$ cat src/rtl/ecc_pkg.sv
package ecc_pkg;

    localparam int N_STG = 3;   // decode, execute, memory (commit)
    localparam int CODE_W = 3;

    typedef enum logic [CODE_W-1:0] {
        CAUSE_NONE     = 3'd0,
        CAUSE_IRQ      = 3'd1,
        CAUSE_ILLEGAL  = 3'd2,
        CAUSE_OVERFLOW = 3'd3,
        CAUSE_ADDR     = 3'd4
    } cause_e;

    // Fault code that a given stage can raise; index 0 is decode.
    function automatic cause_e stage_code(input int idx);
        case (idx)
            0:       return CAUSE_ILLEGAL;
            1:       return CAUSE_OVERFLOW;
            default: return CAUSE_ADDR;
        endcase
    endfunction

    // Keep the oldest fault: a carried code is never replaced.
    function automatic cause_e merge_exc(input cause_e carried,
                                         input logic   raise,
                                         input cause_e code);
        if (carried != CAUSE_NONE) return carried;
        if (raise)                 return code;
        return CAUSE_NONE;
    endfunction

endpackage

$ cat src/rtl/ecc_stage.sv
module ecc_stage import ecc_pkg::*; #(
    parameter int     PC_W       = 32,
    parameter cause_e RAISE_CODE = CAUSE_NONE
) (
    input  logic            clk,
    input  logic            rst,
    input  logic            flush_i,
    input  logic            in_valid_i,
    input  logic [PC_W-1:0] in_pc_i,
    input  cause_e          in_exc_i,
    input  logic            raise_i,
    output logic            valid_o,
    output logic [PC_W-1:0] pc_o,
    output cause_e          exc_o
);

    logic            valid_q;
    logic [PC_W-1:0] pc_q;
    cause_e          exc_q;

    always_ff @(posedge clk) begin
        if (rst) begin
            valid_q <= 1'b0;
            pc_q    <= '0;
            exc_q   <= CAUSE_NONE;
        end else begin
            valid_q <= in_valid_i & ~flush_i;
            pc_q    <= in_pc_i;
            exc_q   <= in_exc_i;
        end
    end

    assign valid_o = valid_q;
    assign pc_o    = pc_q;
    // a flag raised for an empty slot is dropped here
    assign exc_o   = merge_exc(exc_q, raise_i & valid_q, RAISE_CODE);

    // a flushed slot is empty on the next cycle
    p_flush_empties_r8: assert property (@(posedge clk) disable iff (rst)
        flush_i |=> !valid_o);

endmodule

$ cat src/rtl/ecc_resolve.sv
module ecc_resolve import ecc_pkg::*; (
    input  logic   m_valid_i,
    input  cause_e m_exc_i,
    input  logic   irq_i,
    output logic   take_o,
    output cause_e code_o
);

    always_comb begin
        if (irq_i) code_o = CAUSE_IRQ;   // interrupt overrides all faults
        else       code_o = m_exc_i;
        take_o = m_valid_i && (code_o != CAUSE_NONE);
    end

    // interrupt with a valid commit instruction is always taken as code 1
    always_comb begin
        if (m_valid_i && irq_i)
            p_irq_taken_r3: assert (take_o && code_o == CAUSE_IRQ);
    end

    // nothing is taken from an empty commit stage
    always_comb begin
        if (!m_valid_i)
            p_empty_no_take_r4: assert (!take_o);
    end

endmodule

$ cat src/rtl/ecc_trap_regs.sv
module ecc_trap_regs import ecc_pkg::*; #(
    parameter int              PC_W       = 32,
    parameter logic [PC_W-1:0] HANDLER_PC = 'h80
) (
    input  logic            clk,
    input  logic            rst,
    input  logic            take_i,
    input  cause_e          code_i,
    input  logic [PC_W-1:0] pc_i,
    output logic [CODE_W-1:0] cause_o,
    output logic [PC_W-1:0] epc_o,
    output logic            redirect_valid_o,
    output logic [PC_W-1:0] redirect_pc_o
);

    cause_e          cause_q;
    logic [PC_W-1:0] epc_q;
    logic            redir_q;

    always_ff @(posedge clk) begin
        if (rst) begin
            cause_q <= CAUSE_NONE;
            epc_q   <= '0;
            redir_q <= 1'b0;
        end else begin
            redir_q <= take_i;
            if (take_i) begin
                cause_q <= code_i;
                epc_q   <= pc_i;
            end
        end
    end

    assign cause_o          = cause_q;
    assign epc_o            = epc_q;
    assign redirect_valid_o = redir_q;
    assign redirect_pc_o    = redir_q ? HANDLER_PC : '0;

    // trap records hold between traps
    p_trap_regs_hold_r6: assert property (@(posedge clk) disable iff (rst)
        !take_i |=> ($stable(cause_o) && $stable(epc_o)));

    // redirect is a single-cycle pulse
    p_redirect_pulse_r7: assert property (@(posedge clk) disable iff (rst)
        redirect_valid_o |=> !redirect_valid_o);

endmodule

$ cat src/rtl/exc_commit_ctrl.sv
module exc_commit_ctrl import ecc_pkg::*; #(
    parameter int              PC_W       = 32,
    parameter logic [PC_W-1:0] HANDLER_PC = 'h80
) (
    input  logic              clk,
    input  logic              rst,
    input  logic              fetch_valid_i,
    input  logic [PC_W-1:0]   fetch_pc_i,
    input  logic              dec_illegal_i,
    input  logic              exe_ovf_i,
    input  logic              mem_addr_fault_i,
    input  logic              irq_i,
    output logic              kill_f_o,
    output logic              kill_d_o,
    output logic              kill_e_o,
    output logic              kill_m_o,
    output logic              commit_valid_o,
    output logic [PC_W-1:0]   commit_pc_o,
    output logic              redirect_valid_o,
    output logic [PC_W-1:0]   redirect_pc_o,
    output logic [PC_W-1:0]   epc_o,
    output logic [CODE_W-1:0] cause_o
);

    localparam int LAST = N_STG - 1;

    logic [N_STG-1:0] stg_valid;
    logic [PC_W-1:0]  stg_pc  [N_STG];
    cause_e           stg_exc [N_STG];
    logic [N_STG-1:0] raise_vec;
    logic             take;
    cause_e           take_code;

    assign raise_vec = {mem_addr_fault_i, exe_ovf_i, dec_illegal_i};

    for (genvar i = 0; i < N_STG; i++) begin : g_stg
        logic            in_v;
        logic [PC_W-1:0] in_pc;
        cause_e          in_exc;
        if (i == 0) begin : g_head
            assign in_v   = fetch_valid_i;
            assign in_pc  = fetch_pc_i;
            assign in_exc = CAUSE_NONE;
        end else begin : g_body
            assign in_v   = stg_valid[i-1];
            assign in_pc  = stg_pc[i-1];
            assign in_exc = stg_exc[i-1];
        end
        ecc_stage #(
            .PC_W       (PC_W),
            .RAISE_CODE (stage_code(i))
        ) u_stage (
            .clk        (clk),
            .rst        (rst),
            .flush_i    (take),
            .in_valid_i (in_v),
            .in_pc_i    (in_pc),
            .in_exc_i   (in_exc),
            .raise_i    (raise_vec[i]),
            .valid_o    (stg_valid[i]),
            .pc_o       (stg_pc[i]),
            .exc_o      (stg_exc[i])
        );
    end

    ecc_resolve u_resolve (
        .m_valid_i (stg_valid[LAST]),
        .m_exc_i   (stg_exc[LAST]),
        .irq_i     (irq_i),
        .take_o    (take),
        .code_o    (take_code)
    );

    ecc_trap_regs #(
        .PC_W       (PC_W),
        .HANDLER_PC (HANDLER_PC)
    ) u_trap (
        .clk              (clk),
        .rst              (rst),
        .take_i           (take),
        .code_i           (take_code),
        .pc_i             (stg_pc[LAST]),
        .cause_o          (cause_o),
        .epc_o            (epc_o),
        .redirect_valid_o (redirect_valid_o),
        .redirect_pc_o    (redirect_pc_o)
    );

    assign kill_f_o       = take;
    assign kill_d_o       = take;
    assign kill_e_o       = take;
    assign kill_m_o       = take;
    assign commit_valid_o = stg_valid[LAST] & ~take;
    assign commit_pc_o    = stg_pc[LAST];

    // the trapping instruction never writes back, all stages die together
    always_comb begin
        if (kill_m_o)
            p_kill_all_r5: assert (kill_f_o && kill_d_o && kill_e_o && !commit_valid_o);
    end

    // after a trap the pipeline is empty and nothing commits
    p_squash_r8: assert property (@(posedge clk) disable iff (rst)
        kill_m_o |=> (stg_valid == '0) && !commit_valid_o);

    // a trap is always followed by a recorded code and a redirect
    p_trap_recorded_r6: assert property (@(posedge clk) disable iff (rst)
        kill_m_o |=> (redirect_valid_o && cause_o != 3'd0));

endmodule

$ cat config.mk
export PLATFORM = sky130hd
export DESIGN_NAME = exc_commit_ctrl
export DESIGN_NICKNAME = d
export VERILOG_FILES = /design/src/rtl/ecc_pkg.sv /design/src/rtl/ecc_stage.sv /design/src/rtl/ecc_resolve.sv /design/src/rtl/ecc_trap_regs.sv /design/src/rtl/exc_commit_ctrl.sv
export SDC_FILE = /design/constraint.sdc
export NUM_CORES = 1
export LEC_CHECK = 0
export BUFFER_PORTS_ARGS = -buffer_cell sky130_fd_sc_hd__buf_4
export CORE_MARGIN = 4
export CORE_UTILIZATION = 50
export DETAILED_ROUTE_END_ITERATION = 8
export PLACE_DENSITY = 0.78
export SYNTH_ARGS = -nofsm -noshare
export SYNTH_HDL_FRONTEND = slang
export SYNTH_SLANG_ARGS = --single-unit
$ cat constraint.sdc
create_clock -name clk -period 1.7 [get_ports clk]
set_input_delay 0.34 -clock clk [delete_from_list [all_inputs] [get_ports clk]]
set_output_delay 0.34 -clock clk [all_outputs]
set_load 0.1 [all_outputs]
==> results.tsv, run 1 <==
stage	metric	value	unit
pwr	powerDensity	1330	nW/um^2
min_path	min_path_type	in2reg	
worst_setup_path	startpoint	g_stg[2].u_stage.exc_q[0]	
finish	area_growth_syn_to_layout	32.3	%
route	ant_nets	0	
synth	synth_commonest_cells	dfxtp_1, nor2b_1, nand2b_1, buf_4, mux2i_1	
finish	layout-drive-gt1-share	0.291	
die	die_h	104	um
grt	grt_max_degree	78	
route	wl_per_cell	12.7	um
synth	synth.mux.area_fraction	0.0695	
synth	ys_seq_elements	138	
timing	skew	9.16	ps
min_path	hp-start	fetch_pc_i[4]	
die	die_w	104	um
grt	grt_pass1_vias	2671	
timing	fin_crit_sh	1.12	
worst_setup_path	endpoint_kind	primary output	
place	hpwl	5.59	mm
synth	synth_xor_area_frac	0	
synth	syn-cell-area	4610	um^2
finish	fin_area	6100	um^2
worst_setup_path	rr_startpoint	g_stg[2].u_stage.exc_q[0]	
die	start_util	0.521	
grt	grt_usage	0.153	
timing	setup_slack	-204	ps
timing	finalSetupViolations	5	
clock_tree	cts_hold_buf	0	
finish	diodes	0	
status	violations	negative setup slack	
route	avgViaCountPerCell	4.37	
worst_setup_path	critPathKind	reg2out	
worst_setup_path	startpoint_type	flip-flop	
synth	ys_top_cells_by_area	dfxtp_1, nor2b_1, nand2b_1	
clock_tree	worst_skew_pair.late_latency	490	ps
finish	multi_input_area	1600	um^2
clock_tree	cts_tree	yes	
finish	layout.area.seq	2760	um^2
synth	synth_edf_count	0	
route	firstDrtPassIters	4	
synth	synth_compound_area_frac	0.00923	
timing	setup_tns	-1000	ps
clock_tree	clockBufferDepth	2	
synth	yosysTopAreaCell	dfxtp_1	
synth	yosys_warnings	0	
finish	fin_util	0.689	
finish	final_nets	558	
route	num_vias	2785	
clock_tree	clockRootBuffer	clkbuf_8	
synth	netlist_instances	411	
place	gp_congestion	0.787	
timing	drv_slew	0	
synth	yosysSeqAreaShare	0.599	
clock_tree	htreeDepth	4	
timing	fmaxAchievable	525	MHz
clock_tree	clk_pin_slew	60	ps
die	rows	34	
job	maxCapViolCount	0	
synth	synth_fa_ha_area_frac	0	
finish	fillerInstances	677	
place	port_buffers	112	
synth	synth_cell_types	22	
timing	finalCriticalPeriod	1900	ps
worst_setup_path	cp_data_arrival_time	1560	ps
synth	yosys.area_share.simple	0.240	
grt	antenna_found_initial	0	
synth	synth_top_area_frac	0.599	
route	route.detailed.drc	0	
die	io_pins	144	
route	drt_iter0_drc	56	
status	outcome	complete, but fails checks	
clock_tree	cts_made_buffers	17	
pwr	peakVddDrop	0.880	mV
synth	synth_most_common_cell	dfxtp_1	
route	drt_wl_total	8.12	mm
die	core_area	8850	um^2
worst_setup_path	worstPathRequired	1360	ps
timing	rsz0062_at_grt	true	
worst_setup_path	cp_max_fo	6	
synth	synth_top_family_by_area	simple AND/OR/NAND/NOR gates	
grt	grt_pass1_wl	13.2	mm
place	placed_area	5410	um^2
place	pre_cts_slack	72.0	ps
synth	synthArstFlopShare	0	
clock_tree	clock_sinks	138	
pwr	p_leak	2.59	nW
timing	finalHoldViolCount	0	
finish	layoutNonFillerInstCount	638	
synth	syn_area_per_cell	11.2	um^2
grt	grt_overflow	0	
die	design.die.area	10800	um^2
synth	synthFlopType	dfxtp_1	
place	dp_cells	607	
routing by layer:
layer | up-vias | wire length (um) | track usage
li1 | 1428 | - | -
met1 | 1263 | 3540 | 0.185
met2 | 90 | 4000 | 0.245
met3 | 4 | 536 | 0.0701
met4 | 0 | 39 | 0.0484
met5 | - | 0 | 0
final timing paths:
kind	cells past startpoint	to	slack (ps)
worst max-delay path	2	kill_d_o	-200
worst min-delay path	2	g_stg[0].u_stage.pc_o[4]	60
worst max register to register	3	u_trap.epc_o[5]	240
worst min register to register	1	g_stg[2].u_stage.exc_q[0]	410
stage by stage:
stage               power, W  hold WS (ps)
detailed placement   0.00423           412
floorplan            0.00415           398
finish               0.00813          55.7
CTS                  0.00823          27.0
global route         0.00840          17.7
global placement     0.00422           404
power breakdown:
part           switching (W)  internal (W)
Combinational       0.000609      0.000190
Sequential         0.0000305       0.00334
Clock                0.00126       0.00271
Total                0.00190       0.00623
layout make-up:
type | instances | share of cell area
Clock buffer | 19 | 0.0708
Clock inverter | 11 | 0.0361
Inverter | 1 | 0.000616
Multi-Input combinational cell | 243 | 0.263
Sequential cell | 138 | 0.453
Tap cell | 108 | 0.0222
Timing Repair Buffer | 118 | 0.154
worst max-delay path, stage by stage, from the launching register on:
cell and delay (ps):
dfxtp_2 330, o41a_2 520, buf_6 220
cell usage in the layout (no fill, tap or decap), types with 2 or more instances in the layout:
cell and count:
nor2b_1 97, nor2_1 2, dfxtp_1 137, buf_4 111
clkinv_4 4, mux2i_1 32, bufinv_16 6, conb_1 31
nand2b_1 66, clkbuf_8 2, nor3b_2 3, clkbuf_16 16
a21oi_1 2, buf_6 3, buf_12 3
registers in the layout (all words and copies together) (netlist names):
register / cells
g_stg.u_stage.exc_q: 3
g_stg.u_stage.pc_o: 96
g_stg.u_stage.valid_o: 3
u_trap.cause_o: 3
u_trap.epc_o: 32
u_trap.redirect_valid_o: 1
cells by family after synthesis:
| logic type | count (synthesis) |
|---|---|
| and+or+nand+nor | 174 |
| DFF | 138 |
| buffers and inverters | 60 |
| muxes | 32 |
| AOI/OAI and AO/OA | 6 |
| other | 1 |
timing repair:
| item | 4_1_cts | 5_1_grt |
|---|---|---|
| resized for setup | 8 | 1 |
| buffers inserted | 1 | 0 |
| pin swaps | 2 | 0 |
| setup endpoints to repair | 5 | 5 |
| hold endpoints to repair | 0 | 0 |
Note: power is estimated with default switching activity, not from simulation.
==> run 2, diff against run 1 <==
--- a/config.mk
+++ b/config.mk
@@ -6,6 +6,7 @@
 export NUM_CORES = 1
 export LEC_CHECK = 0
 export BUFFER_PORTS_ARGS = -buffer_cell sky130_fd_sc_hd__buf_4
+export CORE_ASPECT_RATIO = 2
 export CORE_MARGIN = 4
 export CORE_UTILIZATION = 50
 export DETAILED_ROUTE_END_ITERATION = 8
==> results.tsv, run 2 (same netlist as run 1, synthesis figures left out) <==
stage	metric	value	unit	change
pwr	clkPwrFrac	0.456		-0.032
die	io_pins	144		unchanged
timing	drv_slew	0		unchanged
worst_setup_path	worstPathRequired	1360	ps	about the same
place	placed_area	5380	um^2	-0.51%
grt	antenna_found_initial	0		unchanged
place	gp_congestion	0.770		-2.2%
timing	skew	7.16	ps	-2.00 ps
finish	layout-drive-gt1-share	0.291		unchanged
worst_setup_path	cp_max_fo	3		-3
timing	finalSetupViolations	5		unchanged
pwr	powerDensity	1270	nW/um^2	-5.0%
place	hpwl	5.47	mm	-2.1%
clock_tree	clock_sinks	138		unchanged
grt	grt_usage	0.150		-0.00369
worst_setup_path	r2r_end	u_trap.epc_o[0]		
pwr	p_leak	2.54	nW	-1.8%
route	ant_nets	0		unchanged
finish	largest_reg_flops	96		unchanged
pwr	switchingPower	0.00190	W	+0.11%
worst_setup_path	cp_data_arrival_time	1490	ps	-70 ps
timing	fmaxAchievable	545	MHz	+3.8%
min_path	min_path_type	in2reg		
route	wl_per_cell	12.5	um	-2.2%
timing	rsz0062_at_grt	true		
place	pre_cts_slack	81.5	ps	+9.53 ps
pwr	switching_share	0.249		+0.0150
pwr	power.total	0.00765	W	-5.9%
finish	diodes	0		unchanged
clock_tree	worst_skew_pair.late_latency	400	ps	-90 ps
grt	grt_overflow	0		unchanged
pwr	peakVddDrop	0.888	mV	+0.90%
min_path	holdPathStages	2		unchanged
route	avgViaCountPerCell	4.39		+0.55%
route	drt_wl_total	7.87	mm	-3.1%
status	outcome	complete, but fails checks		
die	die_w	75.9	um	-27%
job	maxCapViolCount	0		unchanged
grt	grt_max_degree	136		+74%
finish	layout_commonest_cell	dfxtp_1		
worst_setup_path	critical_path.endpoint	commit_valid_o		
clock_tree	cts_tree	yes		
die	die_h	144	um	+38%
finish	area_growth_syn_to_layout	31.0	%	
clock_tree	clk_pin_slew	60	ps	about the same
route	route.detailed.drc	0		unchanged
finish	layoutNonFillerInstCount	632		-0.94%
place	port_buffers	112		unchanged
finish	fin_util	0.670		-0.0192
pwr	combPwrFrac	0.104		+0.006
route	drt_iter0_drc	106		+89%
timing	finalCriticalPeriod	1830	ps	-70.5 ps
worst_setup_path	ff2ff_setup_slack	250	ps	about the same
status	violations	negative setup slack		
grt	grt_pass1_wl	12.2	mm	-7.5%
clock_tree	cts_hold_buf	0		unchanged
place	dp_cells	600		-1.2%
die	design.die.area	10900	um^2	+0.86%
clock_tree	clockRootBuffer	clkbuf_16		
clock_tree	clockBufferDepth	2		unchanged
worst_setup_path	rr_startpoint	g_stg[2].u_stage.exc_q[0]		
timing	setup_slack	-133	ps	+70.5 ps
worst_setup_path	reg2reg_depth	3		unchanged
worst_setup_path	critPathKind	reg2out		
pwr	internal-power	0.00575	W	-7.8%
route	num_vias	2774		-0.39%
finish	final_nets	557		-0.18%
finish	mostFrequentLayoutCells	dfxtp_1, buf_4, nor2b_1, nand2b_1, mux2i_1		
die	rows	49		+44%
die	core_area	9010	um^2	+1.9%
clock_tree	cts_made_buffers	17		unchanged
pwr	seqPwrFrac	0.440		+0.026
clock_tree	htreeDepth	4		unchanged
worst_setup_path	startpoint	g_stg[2].u_stage.exc_q[0]		
grt	grt_pass1_vias	2683		+0.45%
route	firstDrtPassIters	4		unchanged
timing	fin_crit_sh	1.08		-0.0415
worst_setup_path	endpoint_kind	primary output		
die	start_util	0.511		-0.00947
timing	finalHoldViolCount	0		unchanged
worst_setup_path	startpoint_type	flip-flop		
finish	fin_area	6040	um^2	-0.98%
==> run 2: what timing repair did <==
item / in CTS / in global routing
resized for setup: 17 / 0
setup buffers: 1 / 0
pin swaps: 2 / 0
endpoints found under the setup margin: 5 / 5
==> run 2: power by group through the flow <==
| stage | clock network, W | logic (W) | registers [W] |
|---|---|---|---|
| 2_1_floorplan | 0 | 0.000547 | 0.00360 |
| 3_3_place_gp | 0 | 0.000780 | 0.00343 |
| 3_5_place_dp | 0 | 0.000789 | 0.00344 |
| 4_1_cts | 0.00357 | 0.000800 | 0.00337 |
| 5_1_grt | 0.00372 | 0.000831 | 0.00337 |
| 6_report | 0.00349 | 0.000798 | 0.00337 |
==> run 2: per-layer routing <==
metal / GRT usage / vias up / part of all wire / routed length, um
li1: - / 1427 / - / -
met1: 0.152 / 1239 / 0.37 / 2890
met2: 0.259 / 99 / 0.54 / 4280
met3: 0.0630 / 9 / 0.074 / 585
met4: 0.0645 / 0 / 0.015 / 116
met5: 0 / - / 0 / 0
==> run 2: cell type report <==
cell class | instances | area (um^2)
Fill cell | 688 | 2970
Tap cell | 102 | 128
Clock buffer | 20 | 457
Multi-Input combinational cell | 243 | 1610
Timing Repair Buffer | 117 | 953
Sequential cell | 138 | 2760
Inverter | 1 | 3.75
Clock inverter | 11 | 123
==> run 2: worst min path at each step <==
| stage | startpoint | end | slack, ps |
|---|---|---|---|
| 2_1_floorplan | g_stg[1].u_stage.exc_q[1] | g_stg[2].u_stage.exc_q[0] | 400 |
| 4_1_cts | fetch_pc_i[14] | g_stg[0].u_stage.pc_o[14] | 130 |
| 3_5_place_dp | g_stg[0].u_stage.pc_o[16] | g_stg[1].u_stage.pc_o[16] | 420 |
| 6_report | fetch_pc_i[12] | g_stg[0].u_stage.pc_o[12] | 150 |
| 3_3_place_gp | g_stg[1].u_stage.exc_q[1] | g_stg[2].u_stage.exc_q[0] | 410 |
| 5_1_grt | fetch_pc_i[11] | g_stg[0].u_stage.pc_o[11] | 120 |
==> run 2: stage by stage <==
| stage | hold WS (ps) | TNS (ps) |
|---|---|---|
| floorplan | 398 | -130 |
| global placement | 407 | 0 |
| detailed placement | 420 | 0 |
| CTS | 127 | -564 |
| global route | 121 | -704 |
| finish | 146 | -483 |
==> run 2: worst max-delay path, stage by stage, from the launching register on <==
cell and delay [ps]:
dfxtp_2 330, or3_4 380, nor3_4 170, buf_12 200
